### src/rtl/rxclk_pkg.sv
package rxclk_pkg;

  // Command from the phase controller to the two output lanes.
  typedef struct packed {
    logic fire;    // one clock edge happens this cycle
    logic to_ph1;  // 1: rbc1 rises, 0: rbc0 rises
    logic load;    // the rising lane registers char_in
  } edge_cmd_t;

  localparam int NUM_LANES = 2;

endpackage

### src/rtl/rxclk_gap_timer.sv
// Counts bit clocks since the last output edge and says whether a new edge
// may be placed without shortening a half-period.
module rxclk_gap_timer #(
  parameter int HALF = 10
) (
  input  logic clk,
  input  logic rst_n,
  input  logic edge_fire,
  output logic half_ok,
  output logic full_ok
);
  localparam int CW = $clog2(2 * HALF + 1);
  localparam logic [CW-1:0] SAT     = CW'(2 * HALF);
  localparam logic [CW-1:0] HALF_M1 = CW'(HALF - 1);
  localparam logic [CW-1:0] FULL_M1 = CW'(2 * HALF - 1);

  logic [CW-1:0] cnt_q;
  logic [CW-1:0] cnt_n;

  always_comb begin
    if (edge_fire) begin
      cnt_n = '0;
    end else if (cnt_q == SAT) begin
      cnt_n = cnt_q;
    end else begin
      cnt_n = cnt_q + 1'b1;
    end
  end

  always_ff @(posedge clk or negedge rst_n) begin
    if (!rst_n) begin
      cnt_q <= '0;
    end else begin
      cnt_q <= cnt_n;
    end
  end

  assign half_ok = (cnt_q >= HALF_M1);
  assign full_ok = (cnt_q >= FULL_M1);

endmodule

### src/rtl/rxclk_comma_detect.sv
// Matches the positive-disparity comma in the first bits of a character.
module rxclk_comma_detect #(
  parameter int              PAT_W = 7,
  parameter logic [PAT_W-1:0] PAT  = 7'b1111100
) (
  input  logic [PAT_W-1:0] head,
  output logic             hit
);
  logic [PAT_W-1:0] bit_eq;

  for (genvar g = 0; g < PAT_W; g++) begin : g_cmp
    assign bit_eq[g] = (head[g] == PAT[g]);
  end

  assign hit = &bit_eq;

endmodule

### src/rtl/rxclk_phase_ctrl.sv
// Decides when an edge happens, which lane rises and whether it loads data.
module rxclk_phase_ctrl
  import rxclk_pkg::*;
#(
  parameter int HOLD_MAX = 4
) (
  input  logic      clk,
  input  logic      rst_n,
  input  logic      char_stb,
  input  logic      ref_tick,
  input  logic      lock_ok,
  input  logic      realign_req,
  input  logic      is_comma,
  input  logic      half_ok,
  input  logic      full_ok,
  output edge_cmd_t cmd
);
  localparam int HW = $clog2(HOLD_MAX + 1);
  localparam logic [HW-1:0] HOLD_LIM = HW'(HOLD_MAX);

  logic          due_ph1_q;
  logic          due_ph1_n;
  logic          pend_q;
  logic          pend_n;
  logic [HW-1:0] hunt_q;
  logic [HW-1:0] hunt_n;
  logic          pend_now;
  logic          hunting;
  logic          take;

  always_comb begin
    cmd      = '0;
    pend_n   = pend_q;
    hunt_n   = hunt_q;
    pend_now = pend_q | realign_req;
    hunting  = due_ph1_q & pend_now;
    take     = 1'b0;

    if (!lock_ok) begin
      // Reference fallback: slow clocks, no data, no pending realign.
      pend_n = 1'b0;
      hunt_n = '0;
      if (ref_tick && full_ok) begin
        cmd.fire = 1'b1;
      end
    end else begin
      pend_n = pend_now;
      if (char_stb && half_ok) begin
        if (hunting && !is_comma && (hunt_q != HOLD_LIM)) begin
          // Stretch: drop this character, keep the current level.
          hunt_n = hunt_q + 1'b1;
        end else begin
          take = 1'b1;
        end
      end
      if (take) begin
        cmd.fire = 1'b1;
        cmd.load = 1'b1;
        if (due_ph1_q) begin
          pend_n = 1'b0;
          hunt_n = '0;
        end
      end
    end

    cmd.to_ph1 = due_ph1_q;
    due_ph1_n  = cmd.fire ? ~due_ph1_q : due_ph1_q;
  end

  always_ff @(posedge clk or negedge rst_n) begin
    if (!rst_n) begin
      due_ph1_q <= 1'b0;
      pend_q    <= 1'b0;
      hunt_q    <= '0;
    end else begin
      due_ph1_q <= due_ph1_n;
      pend_q    <= pend_n;
      hunt_q    <= hunt_n;
    end
  end

endmodule

### src/rtl/rxclk_lane_out.sv
// One output clock lane: level, rise pulse and registered character.
module rxclk_lane_out #(
  parameter int   CHAR_W = 10,
  parameter logic IS_PH1 = 1'b0
) (
  input  logic              clk,
  input  logic              rst_n,
  input  logic              fire,
  input  logic              to_ph1,
  input  logic              load,
  input  logic [CHAR_W-1:0] char_in,
  output logic              level,
  output logic              rise,
  output logic [CHAR_W-1:0] data
);
  logic              mine;
  logic              level_n;
  logic              rise_n;
  logic              data_en;
  logic [CHAR_W-1:0] data_n;

  assign mine    = (to_ph1 == IS_PH1);
  assign rise_n  = fire & mine;
  assign data_en = rise_n & load;

  always_comb begin
    level_n = level;
    if (fire) begin
      level_n = mine;
    end
    data_n = data_en ? char_in : data;
  end

  always_ff @(posedge clk or negedge rst_n) begin
    if (!rst_n) begin
      level <= IS_PH1;
      rise  <= 1'b0;
      data  <= '0;
    end else begin
      level <= level_n;
      rise  <= rise_n;
      data  <= data_n;
    end
  end

endmodule

### src/rtl/rxclk_dual_phase.sv
module rxclk_dual_phase
  import rxclk_pkg::*;
#(
  parameter int CHAR_W   = 10,
  parameter int HALF     = 10,
  parameter int HOLD_MAX = 4
) (
  input  logic              clk,
  input  logic              rst_n,
  input  logic              char_stb,
  input  logic [CHAR_W-1:0] char_in,
  input  logic              realign_req,
  input  logic              lock_ok,
  input  logic              ref_tick,
  output logic              rbc0,
  output logic              rbc1,
  output logic              rise0,
  output logic              rise1,
  output logic [CHAR_W-1:0] rx_ph0,
  output logic [CHAR_W-1:0] rx_ph1
);
  localparam int COMMA_W = 7;

  edge_cmd_t         cmd;
  logic              half_ok;
  logic              full_ok;
  logic              is_comma;
  logic [NUM_LANES-1:0] lane_level;
  logic [NUM_LANES-1:0] lane_rise;
  logic [CHAR_W-1:0] lane_data [NUM_LANES];

  rxclk_gap_timer #(.HALF(HALF)) i_gap (
    .clk      (clk),
    .rst_n    (rst_n),
    .edge_fire(cmd.fire),
    .half_ok  (half_ok),
    .full_ok  (full_ok)
  );

  rxclk_comma_detect #(.PAT_W(COMMA_W), .PAT(7'b1111100)) i_comma (
    .head(char_in[COMMA_W-1:0]),
    .hit (is_comma)
  );

  rxclk_phase_ctrl #(.HOLD_MAX(HOLD_MAX)) i_ctrl (
    .clk        (clk),
    .rst_n      (rst_n),
    .char_stb   (char_stb),
    .ref_tick   (ref_tick),
    .lock_ok    (lock_ok),
    .realign_req(realign_req),
    .is_comma   (is_comma),
    .half_ok    (half_ok),
    .full_ok    (full_ok),
    .cmd        (cmd)
  );

  for (genvar g = 0; g < NUM_LANES; g++) begin : g_lane
    rxclk_lane_out #(.CHAR_W(CHAR_W), .IS_PH1(g == 1)) i_lane (
      .clk    (clk),
      .rst_n  (rst_n),
      .fire   (cmd.fire),
      .to_ph1 (cmd.to_ph1),
      .load   (cmd.load),
      .char_in(char_in),
      .level  (lane_level[g]),
      .rise   (lane_rise[g]),
      .data   (lane_data[g])
    );
  end

  assign rbc0   = lane_level[0];
  assign rbc1   = lane_level[1];
  assign rise0  = lane_rise[0];
  assign rise1  = lane_rise[1];
  assign rx_ph0 = lane_data[0];
  assign rx_ph1 = lane_data[1];

endmodule

### config.mk
export PLATFORM = sky130hd
export DESIGN_NAME = rxclk_dual_phase
export DESIGN_NICKNAME = d
export VERILOG_FILES = /design/src/rtl/rxclk_pkg.sv /design/src/rtl/rxclk_gap_timer.sv /design/src/rtl/rxclk_comma_detect.sv /design/src/rtl/rxclk_phase_ctrl.sv /design/src/rtl/rxclk_lane_out.sv /design/src/rtl/rxclk_dual_phase.sv
export SDC_FILE = /design/constraint.sdc
export NUM_CORES = 1
export LEC_CHECK = 0
export BUFFER_PORTS_ARGS = -buffer_cell sky130_fd_sc_hd__buf_2
export CELL_PAD_IN_SITES_DETAIL_PLACEMENT = 1
export CELL_PAD_IN_SITES_GLOBAL_PLACEMENT = 2
export CORE_UTILIZATION = 29
export CTS_CLUSTER_SIZE = 14
export DETAILED_ROUTE_END_ITERATION = 16
export PLACE_DENSITY = 0.68
export SETUP_SLACK_MARGIN = 0.02
export SYNTH_ARGS = -nofsm -noshare
export SYNTH_HDL_FRONTEND = slang
export SYNTH_HIERARCHICAL = 1
export SYNTH_SLANG_ARGS = --single-unit
### constraint.sdc
create_clock -name clk -period 6.41 [get_ports clk]
set_input_delay 1.6025 -clock clk [delete_from_list [all_inputs] [get_ports clk]]
set_output_delay 1.6025 -clock clk [all_outputs]
set_load 0.005 [all_outputs]
* After elaboration in Yosys (flattened, before gate mapping) *
Cells that the tools add are included.

word-level totals
  register bits = 33
  bits in latches = 0
  RAM bits = 0
  memory bits (read-only) = 0
  output and inout port bits = 24
  memories = 0

operators by class
  add/subtract/negate cells = 2
  $mul = 0
  div/mod/pow operators = 0
  $lt $le $gt $ge = 2
  equality and inequality tests = 3
  shifts and indexed selects = 0
  mux-type cells = 17
  bitwise gates (word level) = 9
  reduce and logical (&&, ||, !) cells = 6

operator list
  operator                                                count
  two-way mux 3 bit                                       5
  two-way mux 1 bit                                       10
  two-way mux 5 bit                                       2
  AND reduction 7 bit                                     1
  adder 5 x 1 -> 5 bit (second input constant)            1
  bitwise AND 1 bit                                       5
  == test 5 bit (second input constant)                   1
  >= comparator 5 x 4 -> 1 bit (second input constant)    1
  >= comparator 5 bit (second input constant)             1
  logical AND 1 bit                                       4
  adder 3 x 1 -> 3 bit (second input constant)            1
  inequality test 3 bit (second input constant)           1
  NOT 1 bit                                               3
  inequality test 2 x 1 -> 1 bit (second input constant)  1
  logical NOT 1 bit                                       1
  OR 1 bit                                                1

* Longest topological paths before layout *
Gate-level depths: netlist (run 1).

  depth in word-level cells = 12
  mapped depth = 10

* Cells and area by module *
The synthesis (run 1) kept the hierarchy.

by module, submodules not included
  module                             times used  cells an instance  area each (um2)  seq. area each (um2)
  rxclk_lane_out (g_lane[0].i_lane)  1           27                 489.2            300.3
  rxclk_lane_out (g_lane[1].i_lane)  1           25                 450.4            301.5
  rxclk_gap_timer                    1           31                 341.6            125.1
  rxclk_phase_ctrl                   1           30                 314.1            125.1
  rxclk_comma_detect                 1           3                  22.5             0.0

* Worst setup path after synthesis (run 1) *
Ideal clock, no wire load.

  kind = input-to-reg
  start point = in char_in[1]
  end point = reg g_lane[0].i_lane.data[0]
  library setup time = 0.125 ns
  data arrival time = 3.127 ns
  setup slack = 3.158 ns
  cell stages on the path = 7
  buffers on the path = 1
  cell sequence = nand4b_1 -> nor3_2 -> a2111oi_4 -> o22ai_2 -> nand3b_1 -> buf_6 -> mux2_4

RTL lines
  what                  RTL line                text
  from (decl)           rxclk_dual_phase.sv:11  input logic [CHAR_W-1:0] char_in,
  to (signal assigned)  rxclk_lane_out.sv:42    data <= data_n;
  to (decl)             rxclk_lane_out.sv:14    output logic [CHAR_W-1:0] data

==> run metrics, run 1 <==
largest area contributor in the netlist=dfrtp_1; IO Port Bufs=39; PwrDens=369 nW/um2; Residual DRC=0; row count=26; initial antenna violation count=0; Nets=181; highest clock rate=258 MHz; Worst-path clk slew=0.07 ns; final WL=3.48 mm; sequential share of the synthesized area=0.527; register bit total from synthesis=34; RSZ-0062 raised after global routing=no; status=complete, no violations; Max Cap Viol=0; Slew @ Worst Pin=0.765 ns; gpl congestion=0.734; post-synth cell types=39; Synth Flop Type=dfrtp_1; Avg WL per Cell=15.1 um; final period utilization=0.604; vias=1072; vias in the first global route=1223; Die Y=76.7 um; CP arrival=4.03 ns; Max stage delay on crit path=0.67 ns; instance count of the mapped netlist=116; slew margin rel.=0.490; Leak=1.02 nW; htree depth=2; CTS tree=done; Post-Syn Area=1620 um2; worst vdd ir=0.152 mV; Clock Skew=0.00629 ns; CP Max Fanout=15; Hold Fails Final Rpt=0; Final TNS setup=0 ns; final hold slack=0.503 ns; via/cell ratio=4.64; Slew Limit Fails=0; delay-heaviest family, CP=simple AND/OR/NAND/NOR gates; Sink Count=34; setup bufs post-CTS=0; Buf+Inv Stages, Crit Path=1; Req. time, crit path=6.57 ns; Setup crit end kind=register; # IOs=40; YS warnings=6; grt ovf=0; worst-path cell chain=buf_2 > nand4b_1 > nor3_2 > a2111oi_4 > o22ai_2 > nand3b_1 > mux2_4; EDFF count, synth=0; die area=5880 um2; core footprint=5240 um2; largest net degree at the start of global routing=35; total power=0.729 mW; Fill cells=578; Setup crit start kind=input pin; cts hold-fix bufs=0; final setup vio count=0; Starting Density=0.309; min cycle time layout=3.87 ns; layout cells sized above 1=0.503; Crit-path slowest cell=nand3b_1; Setup CP Type=input pin to register; asr flop ratio synth=1.00; Final ANT Viol Nets=0; drt initial violations=32; Post-DP HPWL=2.60 mm; first-pass GRT wire length=6.18 mm; clk buf depth=2; HP Class=register to register; area added between synthesis and finish=22.0%; Clock Latency Late Sink=0.28 ns; post-CTS sizing=0; GRT Resource Usage Total=0.135; syn nets=137; ANT cells=0; dominant cells by area after synthesis=dfrtp_1 (51%), mux2_4 (10%), mux2_2 (8.4%), ha_1 (3.9%), nor2b_1 (1.9%); die width=76.7 um; root buffer cell=clkbuf_8; post-synth top area share=0.510; cts bufs inserted=5; number of detailed-route iterations in the first pass=4; Post-Syn Area per Cell=13.9 um2
worst paths after layout:
check                      cells after the start  slack (ns)                    from                        to
max                                            7        2.54              char_in[1]  g_lane[0].i_lane/data[2]
min in group asynchronous                      1        1.39                   rst_n  g_lane[1].i_lane/data[5]
max in group asynchronous                      1        4.53                   rst_n  g_lane[0].i_lane/data[9]
max reg2reg                                    9        3.35          i_gap/cnt_q[1]  g_lane[0].i_lane/data[2]
min reg2reg                                    1        0.50  g_lane[0].i_lane/level    g_lane[0].i_lane/level
min                                            1        0.50  g_lane[0].i_lane/level    g_lane[0].i_lane/level
metal layers:
layer  share of wire  vias to the layer above  global-route usage
met5               0                        -                   0
met3           0.030                        5              0.0321
met2            0.51                       19               0.223
met4          0.0089                        0              0.0462
met1            0.45                      549               0.172
li1                -                      499                   -
power breakdown:
group | leakage [nW] | internal [mW] | switching (mW)
logic | 0.522 | 0.131 | 0.0981
clock network | 0.0482 | 0.0866 | 0.0736
registers | 0.454 | 0.282 | 0.0578
flip-flops by register name, summed over array words and instances (netlist names):
register / cells
i_ctrl/due_ph1_q: 1
g_lane.i_lane/level: 2
i_ctrl/hunt_q: 3
i_gap/cnt_q: 5
i_ctrl/pend_q: 1
g_lane.i_lane/data: 20
g_lane.i_lane/rise: 2
area by class of cell:
type | count | area (um2) | share of cell area
sequential | 34 | 852 | 0.432
multi-input combinational | 74 | 724 | 0.367
timing repair buffer | 39 | 195 | 0.0989
tap | 70 | 87.6 | 0.0444
clock buffer | 7 | 86.3 | 0.0438
inverter | 6 | 22.5 | 0.0114
clock inverter | 1 | 5.00 | 0.00254
cell usage in the layout, fill, tap and decap left out, drive strengths merged, types with 2 or more instances in the layout:
master | netlist | layout
ha | 5 | 5
buf | 2 | 39
inv | 6 | 6
mux2 | 23 | 23
nand2b | 3 | 3
and2 | 2 | 2
nor2b | 5 | 5
nand2 | 5 | 5
clkbuf | 0 | 7
nand3 | 4 | 4
a2111oi | 2 | 2
dfrtp | 33 | 33
mux2i | 2 | 2
nor2 | 4 | 4
synthesized netlist by cell type, types with 2 or more instances:
master and n:
ha_1 5, nor2b_1 5, inv_1 5, nand3_1 3, mux2i_1 2, nand2b_1 3, nand2_1 5, mux2_2 12
mux2_4 11, dfrtp_1 33, nor2_1 4
cell families after synthesis:
| logic type | after synthesis | share of synthesized area |
|---|---|---|
| AO/OA/AOI/OAI | 12 | 0.0758 |
| multiplexers | 25 | 0.198 |
| AND/OR/NAND/NOR | 30 | 0.125 |
| adder cells (fa/ha/maj) | 5 | 0.0387 |
| XOR/XNOR | 2 | 0.0108 |
| flip-flops | 34 | 0.527 |
| buffers and inverters | 8 | 0.0255 |
stage by stage:
| step | utilization | instance area, um2 | cells | worst slack, ns |
|---|---|---|---|---|
| 3_3_place_gp | 0.359 | 1880 | 223 | 2.39 |
| 4_1_cts | 0.377 | 1970 | 231 | 2.52 |
| 2_1_floorplan | - | 1620 | 116 | 3.16 |
| 5_1_grt | 0.377 | 1970 | 231 | 2.36 |
| 3_5_place_dp | 0.359 | 1880 | 223 | 2.23 |
| 6_report | 0.377 | 1970 | 231 | 2.54 |
No activity file was read; power rests on OpenSTA's default activity.
==> run 2, diff against run 1 <==
PLACE_DENSITY = 0.7   (was 0.68)
clock period = 3.1 ns   (was 6.41 ns; I/O delays follow)
==> run metrics, run 2 (synthesized netlist as in run 1, its figures left out) <==
Slew Limit Fails=0 (unchanged); CP Max Fanout=14 (was 15); ANT cells=0 (unchanged); Die Y=76.7 um (unchanged); hold path start=g_lane[0].i_lane/level (unchanged); Top Registers=g_lane.i_lane/data x20, i_gap/cnt_q x5, i_ctrl/hunt_q x3 (unchanged); fin area=2010 um2 (was 1970 um2); Slew @ Worst Pin=0.773 ns (was 0.765 ns); Reg with most FFs=g_lane.i_lane/data (unchanged); R2R depth=10 (was 9); grt ovf=0 (unchanged); final core occ=0.384 (was 0.377); IO Port Bufs=39 (unchanged); htree depth=2 (unchanged); Fill cells=585 (was 578); Nets=183 (was 181); Residual DRC=0 (unchanged); vias=1086 (was 1072); hold path cells=1 (unchanged); status=complete, no violations (unchanged); area added between synthesis and finish=24.4% (was 22.0%); Setup CP Type=register to register (was input pin to register); met1 usage=0.172 (about the same); placed instance area=1900 um2 (was 1880 um2); layout cells sized above 1=0.509 (was 0.503); final period utilization=0.778; M3 GR Usage=0.0381 (was 0.0321); Hold Crit Endpoint=g_lane[0].i_lane/level (unchanged); Leak=1.04 nW (was 1.02 nW); core footprint=5240 um2 (unchanged); Reg-to-Reg Start=i_gap/cnt_q[1] (unchanged); row count=26 (unchanged); GRT busiest layer=met2 (unchanged); cts bufs inserted=5 (unchanged); vias in the first global route=1195 (was 1223); slew margin rel.=0.485 (was 0.490); die width=76.7 um (unchanged); gpl congestion=0.720 (was 0.734); PwrDens=794 nW/um2 (was 369 nW/um2); min cycle time layout=2.41 ns; die area=5880 um2 (unchanged); Final ANT Viol Nets=0 (unchanged); most common cell after layout, fill and taps aside=buf_2 (unchanged); Post-DP HPWL=2.56 mm (was 2.60 mm); Avg WL per Cell=15.2 um (was 15.1 um); Worst-path clk slew=0.07 ns (about the same); Max Cap Viol=0 (unchanged); Clock Skew=0.00540 ns (was 0.00629 ns); Sink Count=34 (unchanged); CTS tree=done (unchanged); Setup crit start kind=register (was input pin); RSZ-0062 raised after global routing=no (unchanged); root buffer cell=clkbuf_8 (unchanged); final setup vio count=0 (unchanged); setup bufs post-CTS=0 (unchanged); Starting Density=0.309 (unchanged); highest clock rate=415 MHz; via/cell ratio=4.66 (was 4.64); HP Class=register to register (unchanged); number of detailed-route iterations in the first pass=4 (unchanged); first-pass GRT wire length=6.07 mm (was 6.18 mm); max FFs per register=20 (unchanged); post-CTS sizing=0 (unchanged); most frequent cells in the layout=buf_2 (39), dfrtp_1 (33), mux2_2 (12) (unchanged); Setup crit end kind=register (unchanged); reg2reg setup slack=0.69 ns (was 3.35 ns); Req. time, crit path=3.26 ns (was 6.57 ns); initial antenna violation count=0 (unchanged); Hold Fails Final Rpt=0 (unchanged); largest net degree at the start of global routing=35 (unchanged); drt initial violations=33 (was 32); final WL=3.53 mm (was 3.48 mm); Final TNS setup=0 ns (unchanged); # IOs=40 (unchanged); Clock Latency Late Sink=0.28 ns (about the same); routing usage on met2=0.210 (was 0.223); cts hold-fix bufs=0 (unchanged); worst reg2reg path endpoint=g_lane[1].i_lane/data[3] (was g_lane[0].i_lane/data[2]); worst vdd ir=0.312 mV (was 0.152 mV); CP arrival=2.58 ns (was 4.03 ns); GRT Resource Usage Total=0.132 (was 0.135); final hold slack=0.478 ns (was 0.503 ns); clk buf depth=2 (unchanged)
## run 2: cell count changes in the layout (fill, tap and decap cells not counted)
cell	previous run	this run
clkinv_2	1	0
buf_4	0	2
bufinv_16	0	1
## run 2: cell type report
class,instances,area (um2),area share
Timing Repair Buffer,41,210,0.104
Tap cell,70,87.6,0.0435
Clock buffer,7,86.3,0.0429
Inverter,6,22.5,0.0112
Clock inverter,1,30.0,0.0149
Sequential cell,34,852,0.423
Multi-Input combinational cell,74,724,0.360
## run 2: layer usage
metal,part of all wire,vias to the layer above
li1,-,498
met1,0.46,561
met2,0.49,22
met3,0.041,5
met4,0.010,0
met5,0,-
## run 2: power by group
| part | switching (mW) | leakage [nW] | total, mW | internal (mW) |
|---|---|---|---|---|
| Clock | 0.157 | 0.0585 | 0.419 | 0.262 |
| Sequential | 0.119 | 0.454 | 0.701 | 0.583 |
| Combinational | 0.203 | 0.532 | 0.478 | 0.275 |
| Total | 0.479 | 1.04 | 1.60 | 1.12 |
## run 2: worst max-delay path: stages, from the launching register on
cell      delay [ns]
dfrtp_1         0.45
inv_1           0.10
ha_1            0.19
o41ai_1         0.27
nand2b_1        0.13
and2_1          0.20
nand2_1         0.11
o22ai_2         0.09
buf_4           0.21
nand3_4         0.19
mux2_2          0.36
## run 2: stage by stage
| step | instances | worst slack [ns] | power (mW) |
|---|---|---|---|
| floorplan | 116 | 0.676 | 1.00 |
| global placement | 225 | 0.615 | 1.18 |
| detailed placement | 225 | 0.566 | 1.20 |
| CTS | 233 | 0.629 | 1.63 |
| global route | 233 | 0.490 | 1.72 |
| finish | 233 | 0.688 | 1.60 |
## run 2: worst max path at each step
stage                         from                       end  cells after the start
floorplan               char_in[1]  g_lane[0].i_lane/data[0]                      7
global placement        char_in[1]  g_lane[1].i_lane/data[1]                      8
detailed placement      char_in[1]  g_lane[1].i_lane/data[3]                      8
CTS                 i_gap/cnt_q[1]  g_lane[1].i_lane/data[3]                     10
global route        i_gap/cnt_q[1]  g_lane[1].i_lane/data[7]                     10
finish              i_gap/cnt_q[1]  g_lane[1].i_lane/data[3]                     10
